### src/rtl/usbcd_pkg.sv
package usbcd_pkg;

    typedef enum logic [1:0] {
        CS_DISCONN = 2'd0,
        CS_LOW     = 2'd1,
        CS_FULL    = 2'd2
    } conn_state_e;

    typedef enum logic [0:0] {
        DB_STEADY  = 1'b0,
        DB_QUALIFY = 1'b1
    } db_state_e;

    localparam logic [1:0] PAT_SE0  = 2'b00;
    localparam logic [1:0] PAT_LOW  = 2'b01;
    localparam logic [1:0] PAT_FULL = 2'b10;

    // Pattern is {dp, dm}
    function automatic conn_state_e classify(input logic [1:0] pat);
        conn_state_e r;
        case (pat)
            PAT_LOW:  r = CS_LOW;
            PAT_FULL: r = CS_FULL;
            default:  r = CS_DISCONN;
        endcase
        return r;
    endfunction

endpackage

### src/rtl/usbcd_sync.sv
module usbcd_sync #(
    parameter int WIDTH  = 2,
    parameter int STAGES = 2
) (
    input  logic             clk,
    input  logic             rst_n,
    input  logic [WIDTH-1:0] d_in,
    output logic [WIDTH-1:0] d_out
);
    logic [WIDTH-1:0] pipe [STAGES];

    always_ff @(posedge clk or negedge rst_n) begin
        if (!rst_n) pipe[0] <= '0;
        else        pipe[0] <= d_in;
    end

    generate
        for (genvar s = 1; s < STAGES; s++) begin : g_stage
            always_ff @(posedge clk or negedge rst_n) begin
                if (!rst_n) pipe[s] <= '0;
                else        pipe[s] <= pipe[s-1];
            end
        end
    endgenerate

    assign d_out = pipe[STAGES-1];
endmodule

### src/rtl/usbcd_debounce.sv
module usbcd_debounce
    import usbcd_pkg::*;
#(
    parameter int CNT_W = 8
) (
    input  logic             clk,
    input  logic             rst_n,
    input  logic [1:0]       sample_pat,
    input  logic [CNT_W-1:0] hold_cycles,
    output logic [1:0]       qual_pat,
    output logic [1:0]       next_pat,
    output logic             changed
);
    db_state_e        st, st_n;
    logic [1:0]       cand, cand_n;
    logic [CNT_W-1:0] cnt, cnt_n;
    logic [1:0]       qual_n;
    logic [CNT_W-1:0] eff_hold;
    logic             hold_one;
    logic [CNT_W:0]   cnt_inc;

    assign eff_hold = (hold_cycles == '0) ? CNT_W'(1) : hold_cycles;
    assign hold_one = (eff_hold == CNT_W'(1));
    assign cnt_inc  = {1'b0, cnt} + 1'b1;

    // State and data registers
    always_ff @(posedge clk or negedge rst_n) begin
        if (!rst_n) begin
            st       <= DB_STEADY;
            cand     <= PAT_SE0;
            cnt      <= '0;
            qual_pat <= PAT_SE0;
        end else begin
            st       <= st_n;
            cand     <= cand_n;
            cnt      <= cnt_n;
            qual_pat <= qual_n;
        end
    end

    // Transitions and outputs
    always_comb begin
        st_n    = st;
        cand_n  = cand;
        cnt_n   = cnt;
        qual_n  = qual_pat;
        changed = 1'b0;
        unique case (st)
            DB_STEADY: begin
                if (sample_pat != qual_pat) begin
                    if (hold_one) begin
                        qual_n  = sample_pat;       // accept-at-once
                        changed = 1'b1;
                    end else begin
                        st_n   = DB_QUALIFY;        // start
                        cand_n = sample_pat;
                        cnt_n  = CNT_W'(1);
                    end
                end
            end
            DB_QUALIFY: begin
                if (sample_pat == qual_pat) begin
                    st_n  = DB_STEADY;              // abandon
                    cnt_n = '0;
                end else if (sample_pat != cand) begin
                    if (hold_one) begin
                        qual_n  = sample_pat;
                        changed = 1'b1;
                        st_n    = DB_STEADY;
                        cnt_n   = '0;
                    end else begin
                        cand_n = sample_pat;        // restart
                        cnt_n  = CNT_W'(1);
                    end
                end else if (cnt_inc >= {1'b0, eff_hold}) begin
                    qual_n  = cand;                 // accept
                    changed = 1'b1;
                    st_n    = DB_STEADY;
                    cnt_n   = '0;
                end else begin
                    cnt_n = cnt_inc[CNT_W-1:0];     // count
                end
            end
        endcase
    end

    assign next_pat = qual_n;

    // a sample equal to the qualified pattern never moves it
    a_r4_hold_when_match: assert property (@(posedge clk) disable iff (!rst_n)
        (sample_pat == qual_pat) |=> $stable(qual_pat));

    // the qualified pattern only ever takes a value that was sampled
    a_r3_qual_from_sample: assert property (@(posedge clk) disable iff (!rst_n)
        !$stable(qual_pat) |-> (qual_pat == $past(sample_pat)));
endmodule

### src/rtl/usbcd_events.sv
module usbcd_events
    import usbcd_pkg::*;
(
    input  logic       clk,
    input  logic       rst_n,
    input  logic       changed,
    input  logic [1:0] old_pat,
    input  logic [1:0] new_pat,
    input  logic       clr_wr,
    input  logic [1:0] clr_mask,
    output logic       conn_irq,
    output logic       rst_irq
);
    logic set_conn, set_rst;

    assign set_conn = changed && (classify(new_pat) != classify(old_pat));
    assign set_rst  = changed && (new_pat == PAT_SE0);

    always_ff @(posedge clk or negedge rst_n) begin
        if (!rst_n) begin
            conn_irq <= 1'b0;
            rst_irq  <= 1'b0;
        end else begin
            if (set_conn)                     conn_irq <= 1'b1;
            else if (clr_wr && clr_mask[0])   conn_irq <= 1'b0;
            if (set_rst)                      rst_irq  <= 1'b1;
            else if (clr_wr && clr_mask[1])   rst_irq  <= 1'b0;
        end
    end

    // a bit left at zero keeps its flag
    a_r9_mask_zero_keeps: assert property (@(posedge clk) disable iff (!rst_n)
        (clr_wr && !clr_mask[1] && rst_irq) |=> rst_irq);
endmodule

### src/rtl/usb_connect_detect.sv
module usb_connect_detect
    import usbcd_pkg::*;
#(
    parameter int SYNC_STAGES = 2,
    parameter int CNT_W       = 8
) (
    input  logic             clk,
    input  logic             rst_n,
    input  logic             line_dp,
    input  logic             line_dm,
    input  logic [CNT_W-1:0] hold_cycles,
    input  logic             clr_wr,
    input  logic [1:0]       clr_mask,
    output logic [1:0]       conn_state,
    output logic             conn_evt_irq,
    output logic             reset_evt_irq
);
    logic [1:0] sync_pat;
    logic [1:0] qual_pat;
    logic [1:0] next_pat;
    logic       changed;

    usbcd_sync #(.WIDTH(2), .STAGES(SYNC_STAGES)) u_sync (
        .clk   (clk),
        .rst_n (rst_n),
        .d_in  ({line_dp, line_dm}),
        .d_out (sync_pat)
    );

    usbcd_debounce #(.CNT_W(CNT_W)) u_db (
        .clk         (clk),
        .rst_n       (rst_n),
        .sample_pat  (sync_pat),
        .hold_cycles (hold_cycles),
        .qual_pat    (qual_pat),
        .next_pat    (next_pat),
        .changed     (changed)
    );

    usbcd_events u_evt (
        .clk      (clk),
        .rst_n    (rst_n),
        .changed  (changed),
        .old_pat  (qual_pat),
        .new_pat  (next_pat),
        .clr_wr   (clr_wr),
        .clr_mask (clr_mask),
        .conn_irq (conn_evt_irq),
        .rst_irq  (reset_evt_irq)
    );

    assign conn_state = classify(qual_pat);

    // encoding 3 is never produced
    a_r2_legal_code: assert property (@(posedge clk) disable iff (!rst_n)
        conn_state != 2'b11);

    // a rising connection event accompanies a state change
    a_r6_evt_with_change: assert property (@(posedge clk) disable iff (!rst_n)
        $rose(conn_evt_irq) |-> (conn_state != $past(conn_state)));

    // a rising reset event only with a disconnected state
    a_r8_reset_when_disc: assert property (@(posedge clk) disable iff (!rst_n)
        $rose(reset_evt_irq) |-> (conn_state == CS_DISCONN));

    // clear works unless a new change lands on that edge
    a_r9_clear_conn: assert property (@(posedge clk) disable iff (!rst_n)
        (clr_wr && clr_mask[0]) |=> (!conn_evt_irq || !$stable(conn_state)));
endmodule

### config.mk
export PLATFORM = sky130hd
export DESIGN_NAME = usb_connect_detect
export DESIGN_NICKNAME = d
export VERILOG_FILES = /design/src/rtl/usbcd_pkg.sv /design/src/rtl/usbcd_sync.sv /design/src/rtl/usbcd_debounce.sv /design/src/rtl/usbcd_events.sv /design/src/rtl/usb_connect_detect.sv
export SDC_FILE = /design/constraint.sdc
export NUM_CORES = 1
export LEC_CHECK = 0
export BUFFER_PORTS_ARGS = -buffer_cell sky130_fd_sc_hd__buf_2
export CORE_MARGIN = 2
export CORE_UTILIZATION = 25
export DETAILED_ROUTE_END_ITERATION = 12
export SYNTH_ARGS = -nofsm -noshare
export SYNTH_HDL_FRONTEND = slang
export SYNTH_SLANG_ARGS = --single-unit
export TNS_END_PERCENT = 20
### constraint.sdc
create_clock -name clk -period 3 [get_ports clk]
set_clock_uncertainty 0.1 [all_clocks]
set_input_delay 0.45 -clock clk [delete_from_list [all_inputs] [get_ports clk]]
set_output_delay 0.45 -clock clk [all_outputs]
set_load 0.02 [all_outputs]
==> impl_results.md, run 1 <==
- Max Clock Freq: 346 MHz
- Max-cap violations: 0
- Register area share after synthesis: 0.360
- CTS Buffer Depth: 2
- Share of layout cells above drive strength 1: 0.372
- Via count: between 1,000 and 1,500
- DRT Pass-1 Iters: 4
- CP dominant cell by count: and3_4
- Yosys warns: 0
- DR iter-0 viols: 47
- Max layer used: met4
- Nets@finish: 208
- Total clock sinks: 19
- Register area: 477 sq um
- Vias in the first global route: approximately 1,100
- Largest net degree at the start of global routing: 20
- Average cell area after synthesis: 9.36 sq um
- Routability cong.: 0.830
- Final worst path period share: 0.965
- First-pass GRT wire length: 4.93 mm
- CTS tree: yes
- Final hold vios: 0
- Startpoint Class: flop
- Multi-input gate area: 833 sq um
- Hold Buf Count CTS: 0
- Post-synth cell types: 42
- Met3 wire len: approximately 140 microns
- Die height: around 77 microns
- DRC violations left: 0
- Leading area contributor after synthesis: dfrtp_1
- Port Buf Inserts: 18
- Arrival time at the worst endpoint: 2940 ps
- Worst vdd ir: approximately 0.00023 V
- Final wirelength: 2.88 mm
- Top-Level Pins: 19
- Initial antenna violation count: 0
- Fin worst setup slack: 106 ps
- Leak: 0.000823 uW
- Mean number of vias per cell: 4.63
- FP Rows: 26
- Slowest cell on crit path: or4_4
- Commonest non-fill, non-tap cells in the layout: buf_4 (23), buf_2 (18), dfrtp_1 (18)
- Max Fanout on Critical Path: 6
- Cell count after synthesis: 141
- CP Data Required Time: 3050 ps
- Num CTS Buffers: 3
- Pwr Density: 674 nW/um^2
- Starting Density: 0.258
- Die area: 5880 sq um
- M1 wire length: 1.41 mm
- Hpwl dp: 2.25 mm
- H-tree levels: 1
- Routed WL per cell: 11.4 microns
- CP cell instances: and3_4, nand3_2, nor2_2, xor2_1, ha_1, and3_4, a32oi_1, o21ai_2, or4_4, a31oi_4, and3_4, nor3_2
- Netlist Area Pre-Place: between 1000 and 1500 sq um
- Final slew viol count: 0
- Final worst path period need: roughly 2900 ps
- Status: finished, final reports clean
- Hold Path Class: in -> async
- Synth top area share: 0.360
- Antenna viol nets, final: 0
- Antenna Cells: 0
- Commonest non-fill, non-tap cell in the layout: buf_4
- Overall Global Routing Usage: 0.102
- Final instance area: approximately 1800 sq um
- Placed cell areas: 1620 sq um
- Total core area: 5110 sq um
- WS Path Type: reg -> reg
- Worst-path clk slew: 80 ps
- Ranking of synthesized cells by area: dfrtp_1 (36%), ha_1 (8.5%), a32o_1 (3.8%)
- Synth Register Bits: 19
- Filler Cell Count: 537
- Final Setup Violations: 0
- Die X: ~77 microns
- Synth-to-Final Area Change: 32.9%
- CP Capture Type: flop
- Worst slew margin: 0.655
- Grt ovf: 0
- WL met2: 1.30 mm
- Skew-Pair Late Insertion Delay: 260 ps
- Slew @ Worst Pin: between 500 and 600 ps
- DP Worst Slack: -159 ps
- Net Count, Synth: 165
- CTS root buf: clkbuf_8
- CP peak stage delay: 440 ps
==> through the flow <==
step / hold WS (ps) / setup TNS, ps / instances / util / total power, uW
2_1_floorplan: 54.4 / 0 / 141 / - / 801
3_3_place_gp: 236 / -369 / 244 / 0.317 / 942
3_5_place_dp: 237 / -594 / 244 / 0.317 / 955
4_1_cts: 39.0 / 0 / 248 / 0.326 / 1150
5_1_grt: 50.1 / -35.9 / 253 / 0.343 / 1290
6_report: 23.7 / 0 / 253 / 0.343 / 1180
==> state kept, by name (all words and copies together) (netlist names) <==
register / flops
u_db.cand: 2
u_db.cnt: 8
u_db.qual_pat: 2
u_db.st: 1
u_evt.conn_irq: 1
u_evt.rst_irq: 1
u_sync.d_out: 2
u_sync.pipe: 2
==> final timing paths <==
check / slack [ps] / cells after the start / to / startpoint
worst max-delay path: 110 / 12 / u_evt.conn_irq$_DFFE_PN0P_ / u_db.cnt[2]$_DFFE_PN0P_
worst min-delay path: 20 / 1 / u_db.qual_pat[0]$_DFF_PN0_ / rst_n
worst max register to register: 110 / 12 / u_evt.conn_irq$_DFFE_PN0P_ / u_db.cnt[2]$_DFFE_PN0P_
worst min register to register: 260 / 0 / u_sync.d_out[0]$_DFF_PN0_ / u_sync.pipe[2]$_DFF_PN0_
max in group asynchronous: 2450 / 1 / u_db.cnt[0]$_DFFE_PN0P_ / rst_n
min in group clk: 190 / 1 / u_sync.pipe[2]$_DFF_PN0_ / line_dm
==> cell type report <==
class | instances | area share
Sequential cell | 19 | 0.272
Clock buffer | 3 | 0.0235
Tap cell | 70 | 0.0499
Timing Repair Buffer | 41 | 0.150
Multi-Input combinational cell | 107 | 0.475
Inverter | 12 | 0.0257
Clock inverter | 1 | 0.00428
==> what timing repair did <==
| action | 4_1_cts | 5_1_grt |
|---|---|---|
| endpoints found under the hold margin | 0 | 0 |
| resized for setup | 0 | 12 |
| setup endpoints to repair | 0 | 8 |
| setup buffers | 0 | 5 |
==> worst max-delay path: cells and delay by family, from the launching register on <==
family,cells,cell delay (ps)
xor+xnor,1,210
flops,1,360
compound gates,3,540
simple gates,7,1270
fa+ha+maj,1,290
==> synthesized netlist by cell type (all sizes together) <==
master  instances
a21boi          1
a21o            2
a21oi           3
a221oi          1
a22oi           2
a31oi           3
a32o            5
a32oi           1
and3            3
buf             2
clkbuf          1
dfrtp          19
ha              9
inv            12
mux2            2
mux2i           1
nand2           7
nand2b          3
nand3           7
nor2           13
nor2b           4
nor3            4
nor4            1
o211ai          1
o21ai           9
o22ai           3
o31ai           2
o32ai           1
or2             2
or3             3
or4             4
xnor2           4
xor2            6
==> power breakdown <==
group | leakage (uW) | switching (uW) | total [uW] | internal, uW
Sequential | 0.000239 | 71.6 | 384 | 312
Clock | 0.0000217 | 93.8 | 188 | 93.8
Combinational | 0.000562 | 329 | 611 | 281
==> cells by family after synthesis <==
kind of cell	synth area share
mux	0.0246
flops	0.360
xor+xnor	0.0720
buf+inv	0.0493
simple gates	0.220
compound gates	0.189
fa+ha+maj	0.0853
==> routing by layer <==
layer | GRT usage | up-vias
li1 | - | 599
met2 | 0.154 | 25
met4 | 0.0255 | 0
met1 | 0.141 | 543
met3 | 0.0306 | 5
met5 | 0 | -
Power figures use the tool's default switching activity.
==> run 2, diff against run 1 <==
CELL_PAD_IN_SITES_DETAIL_PLACEMENT = 0   (was unset)
CELL_PAD_IN_SITES_GLOBAL_PLACEMENT = 1   (was unset)
PLACE_DENSITY_LB_ADDON = 0.1   (was unset)
==> run 2 against run 1 <==
Net effect:
- clock-buffer cell count unchanged
- sequential power up 2%
- first-iteration DRC count decreased by 13%
- clock power is 2% higher
- die area is the same
- register-to-register slack got worse by 30 ps
- combinational power grew 5.1%
- worst hold slack improved by 7.6 ps
- sequential cell count did not move
- critical path type is now in -> reg
- critical endpoint unchanged
- largest cell class unchanged
- largest power group unchanged
==> impl_results.md, run 2 (synthesis gave the netlist of run 1 again) <==
- Startpoint Class: primary input
- Slowest cell on crit path: or4_4
- Filler Cell Count: 541
- Hold slack final: 31.4 ps
- DRT Pass-1 Iters: 4
- Total core area: slightly above 5000 sq um
- Die area: ~5900 sq um
- CTS root buf: clkbuf_8
- Top reg by flops: u_db.cnt
- H-tree levels: 1
- Nets@finish: 206
- DR iter-0 viols: just over 40
- Port Buf Inserts: 18
- Routed WL per cell: 13.4 microns
- Final worst path period need: 2930 ps
- Leak: a little over 0.0008 uW
- Top-Level Pins: 19
- Final hold vios: 0
- Final worst path period share: 0.975
- Register area: 477 sq um
- Vias in the first global route: 1,248
- Total clock sinks: 19
- RR Startpoint: u_db.cnt[3]$_DFFE_PN0P_
- CP cell instances: buf_2, or4_4, or2_4, nand2b_1, ha_1, nand2b_1, a31oi_2, o21ai_4, or4_4, a31oi_4, and3_4, nor3_2
- CP peak stage delay: 530 ps
- Routability cong.: 0.779
- CP Capture Type: flop
- First-pass GRT wire length: 5.79 mm
- Commonest non-fill, non-tap cell in the layout: buf_4
- Hold Path Class: in -> async
- CTS tree: yes
- Internal reg-to-reg setup slack: ~80 ps
- Max Clock Freq: between 300 and 400 MHz
- Pwr Density: 688 nW/um^2
- Worst-path clk slew: 80 ps
- Mean number of vias per cell: 4.66
- Worst slew margin: 0.637
- Die X: 76.7 microns
- Grt ovf: 0
- Worst vdd ir: approximately 0.00024 V
- Final Setup Violations: 0
- FP Rows: 26
- RR Endpoint: u_evt.conn_irq$_DFFE_PN0P_
- Max FFs per register: 8
- Status: finished, final reports clean
- Final slew viol count: 0
- DRC violations left: 0
- Via count: 1,170
- Final instance area: 1780 sq um
- Antenna Cells: 0
- Final wirelength: 3.37 mm
- Multi-input gate area: 872 sq um
- Overall Global Routing Usage: 0.122
- Arrival time at the worst endpoint: 2970 ps
- Num CTS Buffers: 3
- Skew-Pair Late Insertion Delay: 260 ps
- Slew @ Worst Pin: 543 ps
- Share of layout cells above drive strength 1: 0.376
- Antenna viol nets, final: 0
- Max-cap violations: 0
- Die height: 76.7 microns
- Commonest non-fill, non-tap cells in the layout: buf_4 (21), buf_2 (18), dfrtp_1 (18)
- Synth-to-Final Area Change: 34.7%
- Largest net degree at the start of global routing: 20
- Hpwl dp: roughly 2.6 mm
- CP Data Required Time: 3050 ps
- Initial antenna violation count: 0
- Starting Density: 0.258
- WS Path Type: in -> reg
- RSZ-0062 raised after global routing: true
- CTS Buffer Depth: 2
- Critical path buffer and inverter count: 1
- Delay-heaviest family, CP: simple AND/OR/NAND/NOR gates
- Max Fanout on Critical Path: 6
- Placed cell areas: 1630 sq um
- R2R cell count: 12
[run 2: cell type report]
| class | count | share of cell area |
|---|---|---|
| flip-flops and latches | 19 | 0.268 |
| well taps | 70 | 0.0493 |
| repair buffers | 39 | 0.139 |
| clock inverters | 1 | 0.00422 |
| multi-input cells | 107 | 0.490 |
| clock buffers | 3 | 0.0232 |
| inverters | 12 | 0.0253 |
[run 2: power breakdown]
| part | switching (uW) | total (uW) | internal [uW] | leakage, uW |
|---|---|---|---|---|
| logic | 351 | 642 | 291 | 0.000548 |
| registers | 78.6 | 391 | 312 | 0.000239 |
| clock network | 98.0 | 192 | 93.8 | 0.0000217 |
| total | 528 | 1220 | 696 | 0.000809 |
[run 2: worst max-delay path by stage]
stage,from,cells after the start,slack (ps),endpoint
after CTS,u_db.cnt[0]$_DFFE_PN0P_,11,10,u_db.cnt[5]$_DFFE_PN0P_
final,hold_cycles[5],12,70,u_evt.conn_irq$_DFFE_PN0P_
after detailed placement,hold_cycles[5],12,-180,u_evt.conn_irq$_DFFE_PN0P_
after floorplan,hold_cycles[5],11,30,u_evt.conn_irq$_DFFE_PN0P_
after global placement,hold_cycles[5],12,-130,u_evt.conn_irq$_DFFE_PN0P_
after global routing,u_db.cnt[2]$_DFFE_PN0P_,12,-30,u_evt.conn_irq$_DFFE_PN0P_
[run 2: worst reg2reg max path, cell delays in order, from the launching register on]
cell and delay (ps):
dfrtp_1 350, and3_4 200, nand3_2 100, nor2_2 110, xor2_1 210, ha_1 290, and3_4 200, a32oi_4 210
o21ai_4 110, or4_4 440, a31oi_4 220, and3_4 210, nor3_2 40
[run 2: repair_timing]
item	in CTS	in global routing
endpoints found under the setup margin	0	6
hold buffers	0	0
gates resized for setup	0	18
setup buffers	0	1
[run 2: routing by layer]
layer / track usage / part of all wire
met1: 0.164 / 0.52
met2: 0.202 / 0.45
met3: 0.0224 / 0.020
met4: 0.0309 / 0.0045
met5: 0 / 0
[run 2: through the flow]
stage	std cells	util	power, uW	setup slack, ps	TNS, ps
2_1_floorplan	141	-	801	29.9	0
3_3_place_gp	246	0.319	969	-128	-486
3_5_place_dp	246	0.319	976	-182	-797
4_1_cts	250	0.329	1180	11.7	0
5_1_grt	251	0.348	1340	-34.3	-34.3
6_report	251	0.348	1220	74.5	0
